==> src/rtl/kcp_pkg.sv <==
package kcp_pkg;

    typedef enum logic [1:0] {
        ST_LOCKED,
        ST_ARMED,
        ST_OPEN
    } key_state_e;

    typedef enum logic [2:0] {
        FLD_NONE,
        FLD_EN,
        FLD_BHI,
        FLD_BLO,
        FLD_IRQ
    } field_e;

    localparam logic [7:0] REG_LDN     = 8'h07;
    localparam logic [7:0] REG_CHIP_HI = 8'h20;
    localparam logic [7:0] REG_CHIP_LO = 8'h21;
    localparam logic [7:0] REG_VEND_HI = 8'h22;
    localparam logic [7:0] REG_VEND_LO = 8'h23;
    localparam logic [7:0] REG_EN      = 8'h30;
    localparam logic [7:0] REG_BASE_HI = 8'h60;
    localparam logic [7:0] REG_BASE_LO = 8'h61;
    localparam logic [7:0] REG_IRQ     = 8'h70;

    function automatic field_e decode_field(input logic [7:0] idx);
        field_e f;
        case (idx)
            REG_EN:      f = FLD_EN;
            REG_BASE_HI: f = FLD_BHI;
            REG_BASE_LO: f = FLD_BLO;
            REG_IRQ:     f = FLD_IRQ;
            default:     f = FLD_NONE;
        endcase
        return f;
    endfunction

endpackage

==> src/rtl/kcp_key_fsm.sv <==
module kcp_key_fsm
    import kcp_pkg::*;
#(
    parameter logic [7:0] UNLOCK_KEY = 8'h87,
    parameter logic [7:0] LOCK_KEY   = 8'hAA
) (
    input  logic       clk,
    input  logic       rst_n,
    input  logic       idx_wr,
    input  logic [7:0] wdata,
    output logic       cfg_open
);

    key_state_e state_q;
    key_state_e state_d;

    always_ff @(posedge clk or negedge rst_n) begin
        if (!rst_n) begin
            state_q <= ST_LOCKED;
        end else begin
            state_q <= state_d;
        end
    end

    always_comb begin
        state_d = state_q;
        unique case (state_q)
            ST_LOCKED: if (idx_wr && wdata == UNLOCK_KEY) state_d = ST_ARMED;
            ST_ARMED:  if (idx_wr) state_d = (wdata == UNLOCK_KEY) ? ST_OPEN : ST_LOCKED;
            ST_OPEN:   if (idx_wr && wdata == LOCK_KEY) state_d = ST_LOCKED;
            default:   state_d = ST_LOCKED;
        endcase
    end

    always_comb begin
        cfg_open = (state_q == ST_OPEN);
    end


    unlock_chk: assert property (@(posedge clk) disable iff (!rst_n)
        (state_q == ST_ARMED && idx_wr && wdata == UNLOCK_KEY) |=> cfg_open);


    open_entry_chk: assert property (@(posedge clk) disable iff (!rst_n)
        $rose(cfg_open) |-> ($past(state_q) == ST_ARMED && $past(idx_wr)));


    arm_abort_chk: assert property (@(posedge clk) disable iff (!rst_n)
        (state_q == ST_ARMED && idx_wr && wdata != UNLOCK_KEY) |=> (state_q == ST_LOCKED));


    locked_hold_chk: assert property (@(posedge clk) disable iff (!rst_n)
        (state_q == ST_LOCKED && !idx_wr) |=> (state_q == ST_LOCKED));


    relock_chk: assert property (@(posedge clk) disable iff (!rst_n)
        (cfg_open && idx_wr && wdata == LOCK_KEY) |=> !cfg_open);

endmodule

==> src/rtl/kcp_dev_bank.sv <==
module kcp_dev_bank
    import kcp_pkg::*;
#(
    parameter int NUM_DEV = 4,
    parameter int DEV_W   = 2
) (
    input  logic                  clk,
    input  logic                  rst_n,
    input  logic                  wr_en,
    input  logic [DEV_W-1:0]      dev_sel,
    input  field_e                field,
    input  logic [7:0]            wdata,
    output logic [7:0]            rd_data,
    output logic [NUM_DEV-1:0]    dev_enable,
    output logic [16*NUM_DEV-1:0] dev_base,
    output logic [8*NUM_DEV-1:0]  dev_irq
);

    localparam int FLAT_W = 8 * NUM_DEV;

    logic [FLAT_W-1:0] en_flat;
    logic [FLAT_W-1:0] bhi_flat;
    logic [FLAT_W-1:0] blo_flat;
    logic [FLAT_W-1:0] irq_flat;

    for (genvar g = 0; g < NUM_DEV; g++) begin : g_dev
        logic [7:0] en_q;
        logic [7:0] bhi_q;
        logic [7:0] blo_q;
        logic [7:0] irq_q;

        always_ff @(posedge clk or negedge rst_n) begin
            if (!rst_n) begin
                en_q  <= 8'h00;
                bhi_q <= 8'h00;
                blo_q <= 8'h00;
                irq_q <= 8'h00;
            end else if (wr_en && dev_sel == DEV_W'(g)) begin
                case (field)
                    FLD_EN:  en_q  <= wdata;
                    FLD_BHI: bhi_q <= wdata;
                    FLD_BLO: blo_q <= wdata;
                    FLD_IRQ: irq_q <= wdata;
                    default: ;
                endcase
            end
        end

        assign en_flat[g*8 +: 8]   = en_q;
        assign bhi_flat[g*8 +: 8]  = bhi_q;
        assign blo_flat[g*8 +: 8]  = blo_q;
        assign irq_flat[g*8 +: 8]  = irq_q;
        assign dev_enable[g]       = en_q[0];
        assign dev_base[g*16 +: 16] = {bhi_q, blo_q};
        assign dev_irq[g*8 +: 8]   = irq_q;
    end

    always_comb begin
        unique case (field)
            FLD_EN:  rd_data = en_flat[{dev_sel, 3'b000} +: 8];
            FLD_BHI: rd_data = bhi_flat[{dev_sel, 3'b000} +: 8];
            FLD_BLO: rd_data = blo_flat[{dev_sel, 3'b000} +: 8];
            FLD_IRQ: rd_data = irq_flat[{dev_sel, 3'b000} +: 8];
            default: rd_data = 8'h00;
        endcase
    end


    bank_hold_chk: assert property (@(posedge clk) disable iff (!rst_n)
        !wr_en |=> ($stable(en_flat) && $stable(dev_base) && $stable(dev_irq)));


    enable_follow_chk: assert property (@(posedge clk) disable iff (!rst_n)
        (wr_en && field == FLD_EN) |=> (dev_enable[$past(dev_sel)] == $past(wdata[0])));

endmodule

==> src/rtl/keyed_cfg_port.sv <==
module keyed_cfg_port
    import kcp_pkg::*;
#(
    parameter int          NUM_DEV    = 4,
    parameter logic [15:0] PRI_BASE   = 16'h004E,
    parameter logic [15:0] ALT_BASE   = 16'h002E,
    parameter logic [7:0]  UNLOCK_KEY = 8'h87,
    parameter logic [7:0]  LOCK_KEY   = 8'hAA,
    parameter logic [15:0] CHIP_ID    = 16'h0C21,
    parameter logic [15:0] VENDOR_ID  = 16'h1A2B
) (
    input  logic                  clk,
    input  logic                  rst_n,
    input  logic                  alt_base,
    input  logic [15:0]           bus_addr,
    input  logic                  bus_wr,
    input  logic                  bus_rd,
    input  logic [7:0]            bus_wdata,
    output logic [7:0]            bus_rdata,
    output logic                  cfg_open,
    output logic [NUM_DEV-1:0]    dev_enable,
    output logic [16*NUM_DEV-1:0] dev_base,
    output logic [8*NUM_DEV-1:0]  dev_irq
);

    localparam int         DEV_W     = (NUM_DEV > 1) ? $clog2(NUM_DEV) : 1;
    localparam logic [7:0] NUM_DEV_B = 8'(NUM_DEV);

    logic [15:0]      active_base;
    logic             hit_idx;
    logic             hit_dat;
    logic             idx_wr;
    logic             dat_wr;
    logic [7:0]       idx_q;
    logic [7:0]       ldn_q;
    field_e           fld;
    logic             bank_ok;
    logic             bank_we;
    logic [7:0]       bank_rd;

    assign active_base = alt_base ? ALT_BASE : PRI_BASE;
    assign hit_idx     = (bus_addr == active_base);
    assign hit_dat     = (bus_addr == active_base + 16'd1);
    assign idx_wr      = bus_wr && hit_idx;
    assign dat_wr      = bus_wr && hit_dat && cfg_open;
    assign fld         = decode_field(idx_q);
    assign bank_ok     = (ldn_q < NUM_DEV_B);
    assign bank_we     = dat_wr && (fld != FLD_NONE) && bank_ok;

    kcp_key_fsm #(
        .UNLOCK_KEY (UNLOCK_KEY),
        .LOCK_KEY   (LOCK_KEY)
    ) u_fsm (
        .clk      (clk),
        .rst_n    (rst_n),
        .idx_wr   (idx_wr),
        .wdata    (bus_wdata),
        .cfg_open (cfg_open)
    );

    always_ff @(posedge clk or negedge rst_n) begin
        if (!rst_n) begin
            idx_q <= 8'h00;
        end else if (idx_wr && cfg_open && bus_wdata != LOCK_KEY) begin
            idx_q <= bus_wdata;
        end else if (!cfg_open) begin
            idx_q <= 8'h00;
        end
    end

    always_ff @(posedge clk or negedge rst_n) begin
        if (!rst_n) begin
            ldn_q <= 8'h00;
        end else if (dat_wr && idx_q == REG_LDN) begin
            ldn_q <= bus_wdata;
        end
    end

    kcp_dev_bank #(
        .NUM_DEV (NUM_DEV),
        .DEV_W   (DEV_W)
    ) u_bank (
        .clk        (clk),
        .rst_n      (rst_n),
        .wr_en      (bank_we),
        .dev_sel    (ldn_q[DEV_W-1:0]),
        .field      (fld),
        .wdata      (bus_wdata),
        .rd_data    (bank_rd),
        .dev_enable (dev_enable),
        .dev_base   (dev_base),
        .dev_irq    (dev_irq)
    );

    always_comb begin
        bus_rdata = 8'hFF;
        if (bus_rd && cfg_open) begin
            if (hit_idx) begin
                bus_rdata = idx_q;
            end else if (hit_dat) begin
                case (idx_q)
                    REG_LDN:     bus_rdata = ldn_q;
                    REG_CHIP_HI: bus_rdata = CHIP_ID[15:8];
                    REG_CHIP_LO: bus_rdata = CHIP_ID[7:0];
                    REG_VEND_HI: bus_rdata = VENDOR_ID[15:8];
                    REG_VEND_LO: bus_rdata = VENDOR_ID[7:0];
                    default: begin
                        if (fld == FLD_NONE) bus_rdata = 8'h00;
                        else if (bank_ok)    bus_rdata = bank_rd;
                        else                 bus_rdata = 8'hFF;
                    end
                endcase
            end
        end
    end


    stray_read_chk: assert property (@(posedge clk) disable iff (!rst_n)
        (bus_rd && !hit_idx && !hit_dat) |-> (bus_rdata == 8'hFF));


    idx_capture_chk: assert property (@(posedge clk) disable iff (!rst_n)
        (idx_wr && cfg_open && bus_wdata != LOCK_KEY) |=> (idx_q == $past(bus_wdata)));


    bad_bank_read_chk: assert property (@(posedge clk) disable iff (!rst_n)
        (bus_rd && cfg_open && hit_dat && fld != FLD_NONE && !bank_ok) |-> (bus_rdata == 8'hFF));


    chip_id_read_chk: assert property (@(posedge clk) disable iff (!rst_n)
        (bus_rd && cfg_open && hit_dat && idx_q == REG_CHIP_HI) |-> (bus_rdata == CHIP_ID[15:8]));

endmodule

==> config.mk <==
export PLATFORM = sky130hd
export DESIGN_NAME = keyed_cfg_port
export DESIGN_NICKNAME = d
export VERILOG_FILES = /design/src/rtl/kcp_pkg.sv /design/src/rtl/kcp_key_fsm.sv /design/src/rtl/kcp_dev_bank.sv /design/src/rtl/keyed_cfg_port.sv
export SDC_FILE = /design/constraint.sdc
export NUM_CORES = 1
export LEC_CHECK = 0
export BUFFER_PORTS_ARGS = -buffer_cell sky130_fd_sc_hd__buf_4
export CAP_MARGIN = 5
export CORE_ASPECT_RATIO = 0.75
export CORE_MARGIN = 10
export CORE_UTILIZATION = 60
export DETAILED_ROUTE_END_ITERATION = 16
export PLACE_DENSITY_LB_ADDON = 0.15
export SLEW_MARGIN = 20
export SYNTH_ARGS = -nofsm -noshare
export SYNTH_HDL_FRONTEND = slang
export SYNTH_SLANG_ARGS = --single-unit
==> constraint.sdc <==
create_clock -name clk -period 6 [get_ports clk]
set_input_delay 1.2 -clock clk [delete_from_list [all_inputs] [get_ports clk]]
set_output_delay 1.2 -clock clk [all_outputs]
set_load 0.005 [all_outputs]
==> run metrics <==
drt initial violations 810; internal power 1.64 mW; drt drc 0; nets@finish 786; most common cell in the synthesized netlist dfrtp_1; Clk pwr share 51.4%; Worst-path clk slew 0.07 ns; Sink Count 146; HP Class flop to flop; status completed; setup TNS 0 ns; number of gates resized after CTS 0; f_max 0.198 GHz; Post-Layout Inst Area 8960 um^2; via count 6151; synth cell count leaders dfrtp_1 (146), mux2_2 (119), a21oi_1 (44), o21ai_0 (44), nand2_1 (37); First-pass DRT Iterations 5; maximum VDD drop 217 uV; Synth area leader dfrtp_1; Max FO, Critical Path 23; number of diodes 0; die width 147 um; Initial Util 62.0%; crit path kind flop to output pin; sequential share of the synthesized area 50.2%; Synth-to-Final Area Change 23.1%; final setup vio count 0; Mean Syn Cell Area 11.4 um^2; MaxCap Viol Count 0; nature of the critical path startpoint flop; Clock Skews 0.0148 ns; Tightest Pin Transition 1.07 ns; Worst Path Arrival 3.85 ns; Total Routed Length 24.8 mm; RSZ-0062 raised after global routing false; P per Cell Area 241 nW/um^2; Final Hold Fails 0; GRT Overall Usage 28.7%; hold buffers post-CTS 0; Static Leakage 4.43 nW; switching share of power 24.1%; number of global-route vias before repair 6203; total CTS buffers 17; fraction of power consumed by sequential logic 45.7%; core area 11700 um^2; Slew headroom 27.9%; Mapped Area 7280 um^2; CTS tree yes; height of the die 115 um; area share of the largest cell type after synthesis 50.2%; Post-DRT Antenna Nets 0; Top FF cell, synth dfrtp_1; largest net degree at the start of global routing 93; H-tree depth 4; CP endpoint kind output pin; antenna violations before repair 0; final core utilization 76.3%; post-placement cell area 8340 um^2; DR WL/cell 26.6 um; Clk Latency, worst-skew pair 0.42 ns; IO buf count 137; Mapped Nets 670; grt total ovfl 0; period utilization 84.1%; Req. time, crit path 4.80 ns; Core Rows 34; Mapped Cells 641; Period minus WS final 5.05 ns; DP Wirelength 17.4 mm; global-route wire length before repair 37.7 mm; post-route setup slack 0.952 ns; async set-reset flop share out of synthesis 100%; RD Place Congestion 1.02; root buffer cell clkbuf_16; Post-CTS Setup Inserts 0; Unique masters post-synth 61; synth warn 0; layout cell share with drive strength beyond 1 42.1%; Gate power share 2.9%; Final Max Tran Viols 0; vias per cell 6.60; NetSw 520 uW; Clock Tree Buf Depth 2; I/O pin total 138; #FFs+latches synth 146; die footprint 17000 um^2; Setup WS pre-CTS 1.44 ns; EDFF count, synth 0; synth top area cells dfrtp_1 (50%), mux2_2 (18%), a21oi_1 (3.0%)
[path summary, 6_finish.rpt]
check	cells past startpoint	to	slack [ns]	from
max in group asynchronous	2	u_bank.g_dev[3].en_q[6]	3.88	rst_n
min in group asynchronous	1	u_bank.g_dev[0].irq_q[6]	0.87	rst_n
worst min-delay path	1	u_fsm.state_q[0]	0.45	u_fsm.state_q[1]
worst max-delay path	8	bus_rdata[4]	0.95	idx_q[0]
worst max register to register	8	u_bank.g_dev[1].irq_q[2]	2.95	u_fsm.state_q[0]
worst min register to register	1	u_fsm.state_q[0]	0.45	u_fsm.state_q[1]
[logic make-up after synthesis]
logic type	Yosys count	synth area share (%)
simple gates	144	11.1
flops	146	50.2
compound gates	152	13.1
mux	139	21.9
buf+inv	60	3.66
[cell type report]
type | instances | area, um^2
clock buffer | 17 | 425
clock inverter | 15 | 189
fill | 757 | 2780
inverter | 14 | 52.6
multi-input combinational | 435 | 3360
sequential | 146 | 3650
tap | 162 | 203
timing repair buffer | 143 | 1080
[registers in the layout (all words and copies together) (netlist names)]
signal,cells
ldn_q,8
u_bank.g_dev.blo_q,32
u_fsm.state_q,2
u_bank.g_dev.bhi_q,32
idx_q,8
u_bank.g_dev.en_q,32
u_bank.g_dev.irq_q,32
[cells in the final DEF, fill, tap and decap left out, types with 2 or more instances in the layout]
cell type	instances
dfrtp_1	146
buf_4	142
mux2_2	119
a21oi_1	44
o21ai_0	44
nand2_1	37
nor2_1	30
a22oi_1	20
clkbuf_16	17
nand3_1	16
inv_1	14
nor2b_1	9
mux2i_1	9
a22o_1	9
nor2_2	8
mux2_4	8
nor4_1	6
nand2b_1	6
a31oi_1	6
a221oi_1	6
and3_1	5
inv_6	5
inv_8	4
nor3_1	3
a32oi_1	3
nand2_2	3
and3b_1	2
nor3b_1	2
o22ai_1	2
o22a_1	2
o41a_1	2
o211ai_1	2
or3_1	2
nand3_4	2
mux2_1	2
bufinv_16	2
clkinvlp_4	2
[critical path, stage by stage (launching register included)]
cell and delay [ns]:
dfrtp_1 0.70, nor2b_1 0.78, buf_4 0.38, a22o_1 0.21, a221oi_1 0.12, a22o_1 0.31
nor4b_1 0.55, o22a_1 0.26, buf_4 0.11
[metrics by stage]
step,hold WS (ns),power [mW],instances
6_report,0.453,2.15,932
5_1_grt,0.461,2.20,932
4_1_cts,0.449,2.16,932
3_5_place_dp,0.440,1.06,900
3_3_place_gp,0.418,1.06,900
2_1_floorplan,0.408,1.02,641
[power groups by stage]
stage                     Clock, mW  Sequential [mW]  Combinational, mW
after floorplan                   0             1.00             0.0142
after global placement            0             1.00             0.0598
after detailed placement          0             1.00             0.0619
after CTS                      1.11            0.984             0.0622
after global routing           1.15            0.983             0.0679
final                          1.11            0.984             0.0626
[metal layers]
layer | vias to the layer above | GRT usage [%] | part of all wire, %
met5 | - | 0 | 0
met1 | 3084 | 40.2 | 42
met2 | 443 | 42.4 | 44
met4 | 0 | 8.37 | 2.2
li1 | 2582 | - | -
met3 | 42 | 8.40 | 12
Note: power is estimated with default switching activity, not from simulation.
